File: src/rtl/rcl_pkg.sv
package rcl_pkg;
    localparam int unsigned RCL_DW  = 64;
    localparam int unsigned RCL_CW  = 8;
    localparam int unsigned RCL_NW  = 7;
    localparam int unsigned RCL_NSZ = 4;

    typedef enum logic [1:0] {
        SZ_BYTE = 2'd0,
        SZ_HALF = 2'd1,
        SZ_WORD = 2'd2,
        SZ_DBL  = 2'd3
    } rcl_size_e;

    typedef struct packed {
        logic              vld;
        logic [RCL_DW-1:0] res;
        logic              cf;
        logic              of;
        logic              we;
    } rcl_out_s;
endpackage

File: src/rtl/rcl_count_reduce.sv
module rcl_count_reduce
    import rcl_pkg::*;
#(
    parameter int unsigned CNT_W = RCL_CW,
    parameter int unsigned N_W   = RCL_NW
) (
    input  rcl_size_e        size,
    input  logic [CNT_W-1:0] raw,
    output logic             masked_nz,
    output logic [N_W-1:0]   reduced
);
    logic [N_W-1:0] masked;

    always_comb begin
        masked = '0;
        if (size == SZ_DBL) masked[5:0] = raw[5:0];
        else                masked[4:0] = raw[4:0];
        masked_nz = (masked != '0);
        unique case (size)
            SZ_BYTE: reduced = masked % N_W'(9);
            SZ_HALF: reduced = masked % N_W'(17);
            default: reduced = masked;
        endcase
    end
endmodule

File: src/rtl/rcl_lane.sv
module rcl_lane
    import rcl_pkg::*;
#(
    parameter int unsigned LANE_W = 8,
    parameter int unsigned N_W    = RCL_NW
) (
    input  logic [LANE_W-1:0] val,
    input  logic              cy_in,
    input  logic [N_W-1:0]    n,
    output logic [LANE_W-1:0] rot,
    output logic              cy_out
);
    localparam int unsigned RING_W = LANE_W + 1;

    logic [RING_W-1:0]   ring;
    logic [2*RING_W-1:0] dbl;
    logic [2*RING_W-1:0] shifted;

    always_comb begin
        ring    = {cy_in, val};
        dbl     = {ring, ring};
        shifted = dbl << n;
        rot     = shifted[RING_W +: LANE_W];
        cy_out  = shifted[2*RING_W-1];
    end
endmodule

File: src/rtl/rcl_unit.sv
module rcl_unit
    import rcl_pkg::*;
#(
    parameter int unsigned DATA_W = RCL_DW,
    parameter int unsigned CNT_W  = RCL_CW
) (
    input  logic              clk,
    input  logic              rst_n,
    input  logic              in_valid,
    input  logic [1:0]        size,
    input  logic [DATA_W-1:0] operand,
    input  logic [CNT_W-1:0]  count,
    input  logic              cf_in,
    input  logic              of_in,
    output logic              out_valid,
    output logic [DATA_W-1:0] result,
    output logic              cf_out,
    output logic              of_out,
    output logic              flag_we
);
    localparam int unsigned N_W = RCL_NW;

    rcl_size_e      size_e;
    logic           masked_nz;
    logic [N_W-1:0] red_n;

    logic [DATA_W-1:0] lane_res [RCL_NSZ];
    logic              lane_cy  [RCL_NSZ];
    logic              lane_msb [RCL_NSZ];

    rcl_out_s out_d, out_q;

    assign size_e = rcl_size_e'(size);

    rcl_count_reduce #(.CNT_W(CNT_W), .N_W(N_W)) u_cnt (
        .size      (size_e),
        .raw       (count),
        .masked_nz (masked_nz),
        .reduced   (red_n)
    );

    for (genvar g = 0; g < RCL_NSZ; g++) begin : g_lane
        localparam int unsigned LW = 8 << g;
        logic [LW-1:0] rot_w;
        logic          cy_w;

        rcl_lane #(.LANE_W(LW), .N_W(N_W)) u_lane (
            .val    (operand[LW-1:0]),
            .cy_in  (cf_in),
            .n      (red_n),
            .rot    (rot_w),
            .cy_out (cy_w)
        );

        always_comb begin
            lane_res[g]        = '0;
            lane_res[g][LW-1:0] = rot_w;
            lane_cy[g]         = cy_w;
            lane_msb[g]        = rot_w[LW-1];
        end
    end

    always_comb begin
        out_d.vld = in_valid;
        out_d.res = lane_res[size];
        out_d.cf  = lane_cy[size];
        out_d.we  = masked_nz;
        if (masked_nz && (red_n != '0)) out_d.of = lane_msb[size] ^ lane_cy[size];
        else                            out_d.of = of_in;
    end

    always_ff @(posedge clk) begin
        if (!rst_n) out_q <= '0;
        else        out_q <= out_d;
    end

    assign out_valid = out_q.vld;
    assign result    = out_q.res;
    assign cf_out    = out_q.cf;
    assign of_out    = out_q.of;
    assign flag_we   = out_q.we;
endmodule

File: config.mk
export PLATFORM = sky130hd
export DESIGN_NAME = rcl_unit
export DESIGN_NICKNAME = d
export VERILOG_FILES = /design/src/rtl/rcl_pkg.sv /design/src/rtl/rcl_count_reduce.sv /design/src/rtl/rcl_lane.sv /design/src/rtl/rcl_unit.sv
export SDC_FILE = /design/constraint.sdc
export NUM_CORES = 1
export LEC_CHECK = 0
export ABC_CLOCK_PERIOD_IN_PS = 13350
export BUFFER_PORTS_ARGS = -buffer_cell sky130_fd_sc_hd__buf_2
export CAP_MARGIN = 20
export CELL_PAD_IN_SITES_DETAIL_PLACEMENT = 0
export CELL_PAD_IN_SITES_GLOBAL_PLACEMENT = 2
export CORE_ASPECT_RATIO = 0.9
export CORE_MARGIN = 10
export CORE_UTILIZATION = 30
export DETAILED_ROUTE_END_ITERATION = 10
export PLACE_DENSITY_LB_ADDON = 0.15
export SYNTH_ARGS = -nofsm -noshare
export SYNTH_HDL_FRONTEND = slang
export SYNTH_SLANG_ARGS = --single-unit
File: constraint.sdc
create_clock -name clk -period 13.35 [get_ports clk]
set_input_delay 2.0025 -clock clk [delete_from_list [all_inputs] [get_ports clk]]
set_output_delay 2.0025 -clock clk [all_outputs]
set_load 0.1 [all_outputs]
==> summary by stage, run 1 <==
Logic synthesis
Synthesis produced a netlist whose cell count is 1433. Sorting the synthesized cells by area gives the leading types as sky130_fd_sc_hd__mux2i_1, sky130_fd_sc_hd__dfxtp_1, sky130_fd_sc_hd__nand2_1. The number of different library cells in the post-synthesis netlist is 113. The biggest area contributor in the post-synthesis netlist is sky130_fd_sc_hd__mux2i_1. The Yosys step of the flow raised 0 warnings.

The leading register cell type out of synthesis is sky130_fd_sc_hd__dfxtp_1. The proportion of synthesized flip-flops having asynchronous set or reset is 0. The portion of synthesized cell area occupied by the leading cell type is 0.1860. The most common cell in the synthesized netlist is sky130_fd_sc_hd__mux2i_1. The synthesized netlist net count is 1522. The mean cell area of the mapped netlist is 7.588 sq um.

In this run, synthesis inferred 0 flip-flops with an integrated enable. The synthesized design contains 68 register bits. The synthesized cell area is 10870 sq um. The proportion of synthesized chip area in sequential cells is 0.1252. The commonest cells after synthesis are sky130_fd_sc_hd__mux2i_1, sky130_fd_sc_hd__nand2_1, sky130_fd_sc_hd__nor2_1, sky130_fd_sc_hd__a21oi_1, sky130_fd_sc_hd__dfxtp_1.

Place
The post-detailed-placement cell area is 11990 sq um. The global placement routability congestion is 0.9635. The number of buffers inserted by port buffering is 144. Once detailed placement completed, the half-perimeter wirelength came to 44.31 mm.

Clock network
The clock tree from TritonCTS is yes. Once the clock tree was built, the setup fixing pass inserted 0 buffers. The clock transition time at the flip-flop clock pins of the worst setup and hold paths is 0.05 ns. The post-cts repair resize count is 0. The clock root buffer is sky130_fd_sc_hd__clkbuf_16. The cts-stage hold buffer count is 0.

The clock drives 68 sinks. CTS built an H-tree with a depth of 3. No sink is reached through more buffers than the 2 on the longest clock path. The number of buffers created by CTS is 9.

Setup path
The cell family contributing the most delay on the critical path is compound AO/OA/AOI/OAI gates. The critical path in this run is classified as in2reg. Among the stages of the critical path, the cell type that occurs most often is sky130_fd_sc_hd__ha_1. The number of buffer and inverter stages on the critical path is 4. The arrival time of data at the critical path endpoint is 10.35 ns. At the worst endpoint, the required time is 13.60 ns. The worst setup path is captured at a flop. For this run, the slowest stage of the critical path takes 0.86 ns. The highest net fanout along the worst path is 63. The startpoint type of the worst setup path is a primary input. The slowest stage cell on the critical path is sky130_fd_sc_hd__o211a_4.

STA
For the finished layout, the period the worst path requires is 10.10 ns. The setup-violating endpoint count in the final report is 0. Setup repair after global routing left no endpoint under its margin.

Headroom to the max-slew limit came out at 0.2430. The number of max-slew violations in the final report is 0. The timing-limited maximum frequency is 98.99 MHz. In the final timing run, aggregate negative setup slack is 0 ns.

The transition time at the pin with the least slew margin is 1.135 ns. The final number of hold-violating endpoints is 0. Of the available clock period, the critical path in the final layout requires 0.7567.

Drt
The final wirelength is 56.23 mm. In this run the remaining antenna-violating nets after routing total 0. The routed length per instance is 28.23 um.

For this run, design rule violations remaining after detail routing come to 0. The iteration-0 DRC count of the detailed router is 1295. The average vias per placed instance is 6.172. The length of the first detailed-routing pass in iterations is 6. The number of vias in the routed layout is 12.29k.

Run
Across the run, the number of max-cap violations was 0.

GRT
The initial antenna violation count was 0. For this run, the total global-route usage over all layers was measured as 0.2456. The global route total overflow is 0. The largest net degree at the start of global routing is 76. The number of global-route vias before repair is 11.95k. The first global-routing pass estimated 82.12 mm of wire.

Die
The number of placement rows is 66. The width of the die is 220.7 um. The y dimension of the die is 200.6 um. The die area is 44270 sq um. During I/O placement, the number of pins put on the boundary was 147. The initial utilization of the core area, before any placement, comes to 0.3027. The area of the core is 35920 sq um.

Worst hold path
The worst hold path belongs to the class in2reg.

Pwr
The total power density per cell area is 238.7 nW/um^2. The analysis attributes to cell leakage a power of 0.005199 uW. The worst IR drop on VDD is 0.00009606 V.

Layout
Once layout is done, the placed cells without fillers occupy 12280 sq um. The final net count is 1599. The number of inserted filler cells in the final layout is 3917. Relative to the synthesized area, the layout overhead comes to 12.92%. In the final layout, the share of cells above drive strength 1 is 0.2073.

Outcome
The flow ran to the end, and the final reports show no timing, DRC or antenna violations.
cell type report:
| cell class | count | area [sq um] | share of cell area |
|---|---|---|---|
| flip-flops and latches | 68 | 1361 | 0.1109 |
| well taps | 476 | 595.6 | 0.04851 |
| inverters | 10 | 37.54 | 0.003057 |
| multi-input cells | 1234 | 8895 | 0.7244 |
| repair buffers | 187 | 1101 | 0.08968 |
| clock inverters | 5 | 52.55 | 0.004280 |
| diodes | 1 | 2.502 | 0.0002038 |
| clock buffers | 11 | 232.7 | 0.01895 |
metrics by stage:
step / setup WS (ns) / hold slack, ns / power (uW) / instances / utilization
final: 3.248 / 1.863 / 2931 / 1992 / 0.3418
after global routing: 2.721 / 1.860 / 3089 / 1991 / 0.3417
after CTS: 3.421 / 1.850 / 2894 / 1991 / 0.3417
after detailed placement: 3.102 / 2.212 / 2651 / 1975 / 0.3338
after global placement: 3.070 / 2.211 / 2654 / 1974 / 0.3334
after floorplan: 4.680 / 2.130 / 1934 / 1433 / -
power by group:
group,total (uW),switching [uW],internal [uW]
sequential,252,9.64,243
combinational,2450,1720,724
clock,233,89.3,144
total,2930,1820,1110
flip-flops by register name, summed over array words and instances, names as in the netlist:
signal,count
of_out,1
flag_we,1
cf_out,1
out_valid,1
result,64
kinds of logic (layout without fill, tap and decap cells):
family	Yosys count	after routing	share of synthesized area
and+or+nand+nor	471	471	0.1938
AOI/OAI and AO/OA	475	475	0.3191
other	1	2	0.0003449
buffers and inverters	131	213	0.06133
muxes	267	267	0.2783
xor gates and xnor gates	10	10	0.01047
DFF	68	68	0.1252
adders and majority gates	10	10	0.01151
metal layers:
layer  track usage  up-vias  part of all wire
met4       0.07672        0             0.032
met5             0        -                 0
met1        0.3282     6002              0.43
met2        0.3838      573              0.45
met3       0.05303       77             0.082
li1              -     5642                 -
final timing paths:
| kind | start | end | slack, ns | cells past startpoint |
|---|---|---|---|---|
| worst max-delay path | size[1] | result[2] | 3.25 | 28 |
| worst min-delay path | in_valid | out_valid | 1.86 | 2 |
layout by cell type (no fill, tap or decap), types with 5 or more instances in the layout:
cell type and instances:
sky130_fd_sc_hd__a211o_1 8, sky130_fd_sc_hd__a211oi_1 34, sky130_fd_sc_hd__a21boi_0 9, sky130_fd_sc_hd__a21boi_1 5, sky130_fd_sc_hd__a21oi_1 105, sky130_fd_sc_hd__a221o_1 12, sky130_fd_sc_hd__a221oi_1 9, sky130_fd_sc_hd__a22o_1 12
sky130_fd_sc_hd__a22oi_1 18, sky130_fd_sc_hd__a311oi_1 6, sky130_fd_sc_hd__a31oi_1 23, sky130_fd_sc_hd__a32o_1 5, sky130_fd_sc_hd__and2_1 11, sky130_fd_sc_hd__and3_1 7, sky130_fd_sc_hd__buf_2 144, sky130_fd_sc_hd__buf_4 38
sky130_fd_sc_hd__clkbuf_16 9, sky130_fd_sc_hd__dfxtp_1 68, sky130_fd_sc_hd__ha_1 10, sky130_fd_sc_hd__inv_1 9, sky130_fd_sc_hd__mux2_2 37, sky130_fd_sc_hd__mux2i_1 201, sky130_fd_sc_hd__mux4_2 20, sky130_fd_sc_hd__nand2_1 191
sky130_fd_sc_hd__nand2b_1 8, sky130_fd_sc_hd__nand3_1 39, sky130_fd_sc_hd__nand4_1 6, sky130_fd_sc_hd__nor2_1 132, sky130_fd_sc_hd__nor2b_1 5, sky130_fd_sc_hd__nor3_1 36, sky130_fd_sc_hd__nor4_1 9, sky130_fd_sc_hd__o211ai_1 30
sky130_fd_sc_hd__o21a_1 13, sky130_fd_sc_hd__o21ai_0 65, sky130_fd_sc_hd__o21ai_1 12, sky130_fd_sc_hd__o21bai_1 7, sky130_fd_sc_hd__o221ai_1 9, sky130_fd_sc_hd__o22ai_1 15, sky130_fd_sc_hd__o31ai_1 7, sky130_fd_sc_hd__or2_2 5
Power figures use the tool's default switching activity.
==> inputs of run 2 (changes only) <==
ABC_CLOCK_PERIOD_IN_PS = 8900   (was 13350)
clock period = 8.9 ns   (was 13.35 ns; I/O delays follow)
==> run 2 against run 1 <==
Against the previous run: setup slack got worse by 2.7 ns; flip-flop and latch count is the same; combinational power up 58%; first-iteration DRC count is 5.2% lower; total power increased by 58%; final cell count grew 3.2%; cell area up 4.7%; critical path depth shrank 1; non-clock buffer count is 63 higher; global-route usage increased by 0.76 points; utilization up 1.6 points; worst hold slack got worse by 0.65 ns; critical path type unchanged; critical endpoint unchanged; largest power group unchanged.
==> summary by stage, run 2 (synthesis results as in run 1) <==
Place
The HPWL after detailed placement was 46.73 mm (+5.4%). The post-detailed-placement cell area came to 12320 sq um (+2.8%). The number of buffers inserted by port buffering is 144 (unchanged). The global placement routability congestion was 0.9750 (+1.2%).

Setup path
The worst setup path is captured at a flop. The data required time of the critical path came to 9.16 ns (-4.44 ns). The highest net fanout along the worst path came to 14 (-78%). The critical path is of the in2reg type.

The number of buffer and inverter stages on the critical path was 4 (unchanged). The arrival time of data at the critical path endpoint was 8.61 ns (-1.74 ns). In this run the worst setup path terminates at result[2]. The total number of cells along the worst setup path is 27 (-3.6%). The cell family contributing the most delay on the critical path is compound AO/OA/AOI/OAI gates. The origin of the worst setup path is size[0].

The largest incremental delay on the critical path is 0.48 ns (-0.38 ns). The most numerous cell type found on the critical path is sky130_fd_sc_hd__ha_1. The startpoint type of the worst setup path is a primary input.

The slowest stage cell on the critical path is sky130_fd_sc_hd__o211ai_1.

STA
The final number of hold-violating endpoints is 0 (unchanged). The part of the cycle the worst path needs is 0.9380. The transition time at the pin with the least slew margin was 0.9673 ns (-0.1681 ns). The setup TNS is 0 ns (unchanged). The setup-violating endpoint count in the final report is 0 (unchanged).

The worst slew margin relative to its limit is 0.3483 (+0.1053). The worst path in the final design needs a cycle of 8.348 ns, including I/O delays and setup. For this run, the top clock speed supported by timing is 119.8 MHz. The number of max-slew violations in the final report is 0 (unchanged).

Layout
The number of flip-flops under the largest register name came to 64 (unchanged). The number of inserted diodes was 0 (-1). The area growth from synthesis to final layout is 18.23%. Leaving out fill and tap cells, the most frequent cell in the layout is sky130_fd_sc_hd__mux2i_1. In the layout the commonest cells are sky130_fd_sc_hd__mux2i_1, sky130_fd_sc_hd__nand2_1, sky130_fd_sc_hd__buf_2, sky130_fd_sc_hd__nor2_1, sky130_fd_sc_hd__a21oi_1. The final net count was 1663 (+4.0%). The share of cells above drive strength 1 is 0.2432 (+0.03593). The area of all placed cells without fillers was 12850 sq um (+4.7%).

Pwr
The total power density per cell area came to 360.9 nW/um^2 (+51%). The standby leakage power is 0.005524 uW (+6.2%). The worst IR drop on VDD is 0.0001599 V (+66%).

Clock network
The cts-stage hold buffer count is 0 (unchanged). TritonCTS built the clock tree. The total number of clock tree sinks was 68 (unchanged).

The maximum level of the CTS H-tree is 3 (unchanged). The clock root buffer is sky130_fd_sc_hd__clkbuf_16. The clock transition time at the flip-flop clock pins of the worst setup and hold paths is 0.06 ns (about the same).

The deepest clock path buffer count was 2 (unchanged). The number of buffers created by CTS is 9 (unchanged).

Drt
The number of design rule violations left after detail routing is 0 (unchanged). The final wirelength came to 58.45 mm (+4.0%). The length of the first detailed-routing pass in iterations was 5 (-1). The iteration-0 DRC count of the detailed router came to 1228 (-5.2%). The number of vias in the routed layout is 12.43k (+1.1%). The average vias per placed instance came to 6.046 (-2.0%).

The remaining antenna violation count is 0 (unchanged). The routed length per instance came to 28.44 um (+0.77%).

Die
The boundary pin count came to 147 (unchanged). The number of placement rows was 66 (unchanged). The die area was 44270 sq um (unchanged).

The area of the core is 35920 sq um (unchanged). The y dimension of the die was 200.6 um (unchanged). The initial cell density of the core is 0.3027 (unchanged). The width of the die came to 220.7 um (unchanged).

GRT
The number of global-route vias before repair is 12.13k (+1.5%). The initial antenna violation count came to 0 (unchanged). The total routing resource utilization after global routing is 0.2533 (+0.007638). The wire length of the first global-routing pass was 83.98 mm (+2.3%).

The global route total overflow is 0 (unchanged). The largest net degree at the start of global routing came to 93 (+22%).

Worst hold path
In this run the worst hold path is classified as in2reg.

Outcome
The flow ran to the end, and the final reports show no timing, DRC or antenna violations.

Run
The number of maximum-capacitance violations is 0 (unchanged).
-- run 2: stage by stage --
step	std cells	hold slack [ns]	util	power, uW	worst slack [ns]
after global placement	2019	1.546	0.3430	4134	-0.1890
after CTS	2035	1.201	0.3521	4520	0.1725
after detailed placement	2019	1.552	0.3430	4115	-0.1595
final	2055	1.209	0.3579	4639	0.5517
after floorplan	1433	1.462	-	2901	0.8971
after global routing	2055	1.207	0.3579	4867	-0.01740
-- run 2: worst min path at each step --
stage / endpoint / cells after the start / start / slack, ns
6_report: out_valid / 2 / in_valid / 1.21
4_1_cts: out_valid / 2 / in_valid / 1.20
3_5_place_dp: out_valid / 2 / in_valid / 1.55
3_3_place_gp: out_valid / 2 / in_valid / 1.55
5_1_grt: out_valid / 2 / in_valid / 1.21
2_1_floorplan: out_valid / 1 / in_valid / 1.46
-- run 2: final cells by class --
type                       count  area [sq um]
clock buffer                  10         239.0
clock inverter                 6         87.58
fill                        3915         23070
inverter                      10         37.54
multi-input combinational   1235          8942
sequential                    68          1361
tap                          476         595.6
timing repair buffer         250          1592
-- run 2: timing repair --
| action | 4_1_cts | 5_1_grt |
|---|---|---|
| endpoints found under the hold margin | 0 | 0 |
| gates resized for setup | 0 | 8 |
| buffers inserted | 0 | 19 |
| setup endpoints to repair | 0 | 64 |
-- run 2: power by group --
group          total [uW]  switching [uW]  leakage (uW)  internal, uW
sequential            377            13.6      0.000558           364
combinational        3870            2670       0.00482          1200
clock                 389             137      0.000151           252
-- run 2: metal layers --
layer,track usage,vias to the layer above,part of all wire
li1,-,5766,-
met3,0.05333,73,0.072
met1,0.3455,6135,0.45
met5,0,-,0
met2,0.3942,451,0.45
met4,0.06579,0,0.026
